File: src/rtl/dbgm_pkg.sv
`timescale 1ns/1ps
package dbgm_pkg;
   localparam int CTL_W = 32;
   localparam int IDX_W = 4;
   localparam logic [3:0] CTX_TYPE = 4'd3;

   typedef struct packed {
      logic       en;
      logic       el1_ok;
      logic       el0_ok;
      logic       hi_ok;
      logic [1:0] sec;
      logic [3:0] lnk;
      logic [3:0] typ;
   } ctl_f_t;

   function automatic ctl_f_t unpack_ctl(input logic [CTL_W-1:0] w);
      ctl_f_t f;
      f.en     = w[0];
      f.el1_ok = w[1];
      f.el0_ok = w[2];
      f.hi_ok  = w[13];
      f.sec    = w[15:14];
      f.lnk    = w[19:16];
      f.typ    = w[23:20];
      return f;
   endfunction

   function automatic logic priv_pass(input ctl_f_t f, input logic [1:0] el);
      case (el)
         2'd0:    return f.el0_ok;
         2'd1:    return f.el1_ok;
         default: return f.hi_ok;
      endcase
   endfunction

   function automatic logic sec_pass(input ctl_f_t f, input logic secure);
      case (f.sec)
         2'd0:    return 1'b1;
         2'd2:    return secure;
         default: return !secure;
      endcase
   endfunction
endpackage

File: src/rtl/dbgm_cfg_bank.sv
`timescale 1ns/1ps
module dbgm_cfg_bank
   import dbgm_pkg::*;
#(
   parameter int N  = 4,
   parameter int DW = 32
) (
   input  logic                      clk,
   input  logic                      rst_n,
   input  logic                      we,
   input  logic                      sel_val,
   input  logic [IDX_W-1:0]          idx,
   input  logic [DW-1:0]             wdata,
   output logic [N-1:0][CTL_W-1:0]   ctl_o,
   output logic [N-1:0][DW-1:0]      val_o
);
   for (genvar s = 0; s < N; s++) begin : g_slot
      localparam logic [IDX_W-1:0] MY_IDX = IDX_W'(s);
      always_ff @(posedge clk or negedge rst_n) begin
         if (!rst_n) begin
            ctl_o[s] <= '0;
            val_o[s] <= '0;
         end else if (we && idx == MY_IDX) begin
            if (sel_val) val_o[s] <= wdata;
            else         ctl_o[s] <= wdata[CTL_W-1:0];
         end
      end
   end
endmodule

File: src/rtl/dbgm_ctx_unit.sv
`timescale 1ns/1ps
module dbgm_ctx_unit
   import dbgm_pkg::*;
#(
   parameter int NUM_BP  = 6,
   parameter int NUM_CTX = 2,
   parameter int ADDR_W  = 32,
   parameter int CTX_W   = 32
) (
   input  logic [NUM_BP-1:0][CTL_W-1:0]  bp_ctl,
   input  logic [NUM_BP-1:0][ADDR_W-1:0] bp_val,
   input  logic [1:0]                    cur_el,
   input  logic [CTX_W-1:0]              ctx_id,
   output logic [NUM_BP-1:0]             ctx_ok
);
   localparam int WIN_LO = NUM_BP - NUM_CTX;

   for (genvar k = 0; k < NUM_BP; k++) begin : g_cmp
      if (k >= WIN_LO) begin : g_live
         ctl_f_t f;
         assign f = unpack_ctl(bp_ctl[k]);
         assign ctx_ok[k] = f.en && (f.typ == CTX_TYPE) && (cur_el <= 2'd1)
                            && (ctx_id == bp_val[k][CTX_W-1:0]);
      end else begin : g_dead
         assign ctx_ok[k] = 1'b0;
      end
   end
endmodule

File: src/rtl/dbgm_slot_qual.sv
`timescale 1ns/1ps
module dbgm_slot_qual
   import dbgm_pkg::*;
#(
   parameter int NUM_BP = 6
) (
   input  logic [CTL_W-1:0]  ctl,
   input  logic [1:0]        el,
   input  logic              secure,
   input  logic              raw,
   input  logic [NUM_BP-1:0] ctx_ok,
   output logic              match
);
   ctl_f_t f;
   logic   link_ok;

   assign f = unpack_ctl(ctl);

   always_comb begin
      link_ok = 1'b0;
      for (int j = 0; j < NUM_BP; j++) begin
         if (f.lnk == IDX_W'(j)) link_ok = ctx_ok[j];
      end
   end

   assign match = raw && f.en && priv_pass(f, el) && sec_pass(f, secure)
                  && (!f.typ[0] || link_ok);
endmodule

File: src/rtl/dbgm_first_set.sv
`timescale 1ns/1ps
module dbgm_first_set
   import dbgm_pkg::*;
#(
   parameter int N = 4
) (
   input  logic [N-1:0]     req,
   output logic             found,
   output logic [IDX_W-1:0] idx
);
   always_comb begin
      found = 1'b0;
      idx   = '0;
      for (int i = N - 1; i >= 0; i--) begin
         if (req[i]) begin
            found = 1'b1;
            idx   = IDX_W'(i);
         end
      end
   end
endmodule

File: src/rtl/dbgm_match_unit.sv
`timescale 1ns/1ps
module dbgm_match_unit
   import dbgm_pkg::*;
#(
   parameter int NUM_BP  = 6,
   parameter int NUM_WP  = 4,
   parameter int NUM_CTX = 2,
   parameter int ADDR_W  = 32,
   parameter int CTX_W   = 32
) (
   input  logic              clk,
   input  logic              rst_n,
   input  logic              cfg_we,
   input  logic              cfg_wp,
   input  logic              cfg_val,
   input  logic [3:0]        cfg_idx,
   input  logic [ADDR_W-1:0] cfg_wdata,
   input  logic              dbg_en,
   input  logic [1:0]        cur_el,
   input  logic              secure,
   input  logic [ADDR_W-1:0] pc,
   input  logic [NUM_WP-1:0] wp_raw,
   input  logic              wp_user,
   input  logic [CTX_W-1:0]  ctx_id,
   input  logic              be_inv,
   input  logic [ADDR_W-1:0] wp_addr,
   input  logic [1:0]        wp_len,
   output logic              bp_hit,
   output logic [3:0]        bp_idx,
   output logic              wp_hit,
   output logic [3:0]        wp_idx,
   output logic [ADDR_W-1:0] wp_addr_q
);
   localparam int MAX_SLOTS = 1 << IDX_W;

   if (NUM_BP < 1 || NUM_BP > MAX_SLOTS) begin : g_bad_bp
      $error("NUM_BP out of range");
   end
   if (NUM_WP < 1 || NUM_WP > MAX_SLOTS) begin : g_bad_wp
      $error("NUM_WP out of range");
   end
   if (NUM_CTX < 1 || NUM_CTX > NUM_BP) begin : g_bad_ctx
      $error("NUM_CTX must lie in 1..NUM_BP");
   end
   if (ADDR_W < CTL_W || CTX_W > ADDR_W) begin : g_bad_w
      $error("ADDR_W must hold a control word and a context id");
   end

   logic [NUM_BP-1:0][CTL_W-1:0]  bp_ctl;
   logic [NUM_BP-1:0][ADDR_W-1:0] bp_val;
   logic [NUM_WP-1:0][CTL_W-1:0]  wp_ctl;
   logic [NUM_WP-1:0][ADDR_W-1:0] wp_val_unused;
   logic [NUM_BP-1:0]             ctx_ok;
   logic [NUM_BP-1:0]             bp_match;
   logic [NUM_WP-1:0]             wp_match;
   logic                          bp_found, wp_found;
   logic [IDX_W-1:0]              bp_sel, wp_sel;
   logic [1:0]                    wp_el;
   logic [ADDR_W-1:0]             addr_adj;

   dbgm_cfg_bank #(.N(NUM_BP), .DW(ADDR_W)) u_bp_bank (
      .clk(clk), .rst_n(rst_n), .we(cfg_we && !cfg_wp), .sel_val(cfg_val),
      .idx(cfg_idx), .wdata(cfg_wdata), .ctl_o(bp_ctl), .val_o(bp_val));

   dbgm_cfg_bank #(.N(NUM_WP), .DW(ADDR_W)) u_wp_bank (
      .clk(clk), .rst_n(rst_n), .we(cfg_we && cfg_wp), .sel_val(cfg_val),
      .idx(cfg_idx), .wdata(cfg_wdata), .ctl_o(wp_ctl), .val_o(wp_val_unused));

   dbgm_ctx_unit #(.NUM_BP(NUM_BP), .NUM_CTX(NUM_CTX), .ADDR_W(ADDR_W), .CTX_W(CTX_W))
   u_ctx (.bp_ctl(bp_ctl), .bp_val(bp_val), .cur_el(cur_el), .ctx_id(ctx_id), .ctx_ok(ctx_ok));

   for (genvar b = 0; b < NUM_BP; b++) begin : g_bp
      dbgm_slot_qual #(.NUM_BP(NUM_BP)) u_q (
         .ctl(bp_ctl[b]), .el(cur_el), .secure(secure),
         .raw(bp_val[b] == pc), .ctx_ok(ctx_ok), .match(bp_match[b]));
   end

   assign wp_el = wp_user ? 2'd0 : cur_el;

   for (genvar w = 0; w < NUM_WP; w++) begin : g_wp
      dbgm_slot_qual #(.NUM_BP(NUM_BP)) u_q (
         .ctl(wp_ctl[w]), .el(wp_el), .secure(secure),
         .raw(wp_raw[w]), .ctx_ok(ctx_ok), .match(wp_match[w]));
   end

   dbgm_first_set #(.N(NUM_BP)) u_bp_pick (.req(bp_match), .found(bp_found), .idx(bp_sel));
   dbgm_first_set #(.N(NUM_WP)) u_wp_pick (.req(wp_match), .found(wp_found), .idx(wp_sel));

   always_comb begin
      addr_adj = wp_addr;
      if (be_inv) begin
         case (wp_len)
            2'd0:    addr_adj[1:0] = wp_addr[1:0] ^ 2'b11;
            2'd1:    addr_adj[1:0] = wp_addr[1:0] ^ 2'b10;
            default: addr_adj = wp_addr;
         endcase
      end
   end

   always_ff @(posedge clk or negedge rst_n) begin
      if (!rst_n) begin
         bp_hit    <= 1'b0;
         bp_idx    <= '0;
         wp_hit    <= 1'b0;
         wp_idx    <= '0;
         wp_addr_q <= '0;
      end else begin
         bp_hit    <= dbg_en && bp_found;
         bp_idx    <= (dbg_en && bp_found) ? bp_sel : '0;
         wp_hit    <= dbg_en && wp_found;
         wp_idx    <= (dbg_en && wp_found) ? wp_sel : '0;
         wp_addr_q <= addr_adj;
      end
   end
endmodule

File: config.mk
export PLATFORM = sky130hd
export DESIGN_NAME = dbgm_match_unit
export DESIGN_NICKNAME = d
export VERILOG_FILES = /design/src/rtl/dbgm_pkg.sv /design/src/rtl/dbgm_cfg_bank.sv /design/src/rtl/dbgm_ctx_unit.sv /design/src/rtl/dbgm_slot_qual.sv /design/src/rtl/dbgm_first_set.sv /design/src/rtl/dbgm_match_unit.sv
export SDC_FILE = /design/constraint.sdc
export NUM_CORES = 1
export LEC_CHECK = 0
export ABC_AREA = 1
export ABC_CLOCK_PERIOD_IN_PS = 2800
export BUFFER_PORTS_ARGS = -buffer_cell sky130_fd_sc_hd__buf_2
export CORE_MARGIN = 4
export CORE_UTILIZATION = 40
export DETAILED_ROUTE_END_ITERATION = 10
export SETUP_SLACK_MARGIN = 0.2
export SLEW_MARGIN = 20
export SYNTH_ARGS = -nofsm -noshare
export SYNTH_HDL_FRONTEND = slang
export SYNTH_SLANG_ARGS = --single-unit
File: constraint.sdc
create_clock -name clk -period 2.8 [get_ports clk]
set_clock_uncertainty 0.2 [all_clocks]
set_input_delay 0.28 -clock clk [delete_from_list [all_inputs] [get_ports clk]]
set_output_delay 0.28 -clock clk [all_outputs]
set_load 0.005 [all_outputs]
==> run summary <==
DRC violations left - 0
DR vias - 16000
Post-synthesis sequential area ratio - 51.2%
Postcts setup bufs - 0
MaxCap Viol Count - 0
Total CTS buffers - 39
Longest Clk Path Bufs - 3
Placed cell area - 18600 um^2
Initial core utilization - 40.4%
Core ar. - 41900 um^2
Avg Vias per Cell - 5.39
Crit-path cells - inv_1 -> nand2_1 -> nand2_1 -> nor2_1 -> nand2_1 -> nor2_1 -> nand2_1 -> nor2_2 -> nand3_1 -> nand3_1 -> nand2_1 -> nand2_1 -> nor2_1 -> nand2_2 -> nand3_1 -> nor2_1
Htree depth - 2
IO Port Bufs - 187
First-pass GRT wire length - 95700 um
TritonRoute pass-1 iters - 8
Non-Filler Instances - 2959
WP data arrival - 2.75 ns
Main area contributors after synthesis - dfrtp_1 51%, nand2_1 15%, o21ai_0 10%, inv_1 4.3%, nor2_1 3.6%
Leakage - 9.73 nW
Most used flip-flop cell after synthesis - dfrtp_1
RSZ-0062 raised after global routing - yes
Initial antenna violation count - 4
Final Util - 48.6%
Starting DRT DRC Count - 1723
CP max-delay cell - dfrtp_1
Die height - 214 um
Synth Warn # - 0
Crit path buf inv count - 1
Largest stage delay on the critical path - 0.45 ns
Clock sink total - 347
Worst R2R Start - u_bp_bank.val_o[146]
Top post-synthesis cells by count - 667 x nand2_1, 347 x dfrtp_1, 346 x o21ai_0
Final worst slack - 0.350 ns
Die area - 45700 um^2
Worst reg2reg path endpoint - bp_idx[0]
Setup violations, final - 0
Fin area - 20400 um^2
Vias in the first global route - 15300
Gpl congestion - 1.01
Most instantiated library cell after synthesis - nand2_1
CP endpoint kind - flop
Chip width - 214 um
Pre-CTS setup slack - 0.183 ns
Part of the cycle the worst path needs - 87.5%
Power per cell area - 664 nW/um^2
Min-Delay Startpoint - cfg_wdata[22]
Layout cells sized above 1 - 13.3%
DP Cell Count - 2838
Hold Path Cell Cnt - 3
Post-layout minimum cycle time - 2.45 ns
Async S/R FF share, synth - 100%
Rows - 75
Final ANT Viol Nets - 0
Status - completed
Root buffer cell - clkbuf_16
Hpwl dp - 47200 um
Final Hold Vio Count - 0
Nets - 2540
Cell family with most CP delay - simple AND/OR/NAND/NOR gates
Path type of the worst min-delay path - input pin to flop
IO Pins - 191
Peak VDD IR - 0.408 mV
Area Growth Syn to Fin - 20.2%
Hold EP - u_bp_bank.val_o[182]
Avg Inst Size Synth - 7.87 um^2
Pin count of the biggest net entering global routing - 69
Post-synth EDFFs - 0
Critical Path Most Common Cell - nand2_1
GRT overflow - 0
Worst Path Max Fanout - 4
Gr usage total - 28.3%
FF-to-FF setup slack - 0.35 ns
Clock-pin slew on the worst setup and hold paths - 0.06 ns
WS Path Type - flop to flop
TNS Setup - 0 ns
Synthesis-stage register bit count - 347
Slew Limit Fails - 0
CTS tree - done
Post-Route WL - 65000 um
Synthesized area - 17000 um^2
Top-area cell type share of the netlist area - 51.2%
R2R cell count - 16
CP required - 3.10 ns
Cell variety after synth - 47
Startpoint types - flop
Max Clk Rate - 408 MHz
Clock Latency Late Sink - 0.57 ns
Post-DR wirelength/cell - 22.0 um
Post-Syn Instances - 2155
Area leader, netlist - dfrtp_1
Worst slew pin tran - 1.04 ns
Slew margin rel. - 30.4%
-- through the flow --
step / total power (W) / hold WS, ns
3_3_place_gp: 0.00835 / 0.109
5_1_grt: 0.0142 / 0.0341
6_report: 0.0135 / 0.0201
2_1_floorplan: 0.00735 / -0.216
3_5_place_dp: 0.00839 / 0.109
4_1_cts: 0.0136 / 0.00286
-- area by class of cell --
class | count | area [um^2]
well taps | 539 | 674
fillers | 4071 | 21600
multi-input cells | 1517 | 7190
inverters | 213 | 800
diodes | 2 | 5.00
clock inverters | 11 | 120
clock buffers | 57 | 1130
flip-flops and latches | 347 | 8680
repair buffers | 273 | 1770
-- flip-flops by register name (all words and copies together), names as in the netlist --
register	flops
u_wp_bank.ctl_o	44
bp_hit	1
wp_hit	1
wp_idx	2
u_bp_bank.ctl_o	72
wp_addr_q	32
bp_idx	3
u_bp_bank.val_o	192
-- cell families after synthesis --
kind of cell	Yosys count	share of synthesized area, %
XOR/XNOR	80	4.13
flip-flops	347	51.2
AO/OA/AOI/OAI	451	14.3
AND/OR/NAND/NOR	983	23.7
other	1	0.0221
buffers and inverters	293	6.67
-- worst max-delay path by stage --
stage                               from   endpoint  slack, ns  cells past startpoint
finish              u_bp_bank.val_o[146]  bp_idx[0]       0.35                     16
global route        u_bp_bank.val_o[191]  wp_idx[0]       0.17                     14
CTS                 u_bp_bank.val_o[191]  wp_idx[0]       0.24                     14
detailed placement             cur_el[1]  bp_idx[0]       0.18                     14
global placement                  pc[25]  bp_idx[0]       0.17                     15
floorplan           u_bp_bank.val_o[152]  bp_idx[0]       1.01                     14
-- per-layer routing --
metal	up-vias	routed length (um)	global-route usage, %	share of wire (%)
li1	7446	-	-	-
met1	7623	27600	39.9	42
met2	772	28900	43.4	45
met3	119	6000	6.10	9.2
met4	0	2470	10.1	3.8
met5	-	0	0	0
-- worst reg2reg max path: cells and delay by family, from the launching register on --
family	cells	cell delay (ns)
buf+inv	1	0.10
flops	1	0.45
simple gates	15	1.63
-- power by group --
part | switching (W) | leakage (nW) | internal [W] | total (W)
sequential | 0.000580 | 4.58 | 0.00562 | 0.00620
clock | 0.00213 | 0.622 | 0.00300 | 0.00513
combinational | 0.00137 | 4.52 | 0.000835 | 0.00221
-- layout by cell type, fill, tap and decap left out, types with 7 or more instances in the layout --
master         netlist  layout
nand2_1            667     666
o21ai_0            346     346
dfrtp_1            347     346
inv_1              192     192
buf_2                6     186
nor2_1             162     161
nand3_1             69      64
xnor2_1             55      55
o22ai_1             52      52
dlygate4sd3_1        0      51
clkbuf_16            0      40
buf_4                4      31
xor2_1              25      25
nand4_1             24      24
nor4_1              21      21
inv_2               15      15
nor3_1              14      14
a21oi_1             11      11
a22o_1              10      10
clkbuf_1            68      10
o21ai_1              8       8
clkbuf_8             0       7
clkinv_2             0       7
-- timing repair --
item,in CTS,in global routing
endpoints found under the setup margin,0,6
resized for setup,0,4
hold endpoints to repair,196,0
hold buffers,51,0
(Power assumes the default switching activity.)
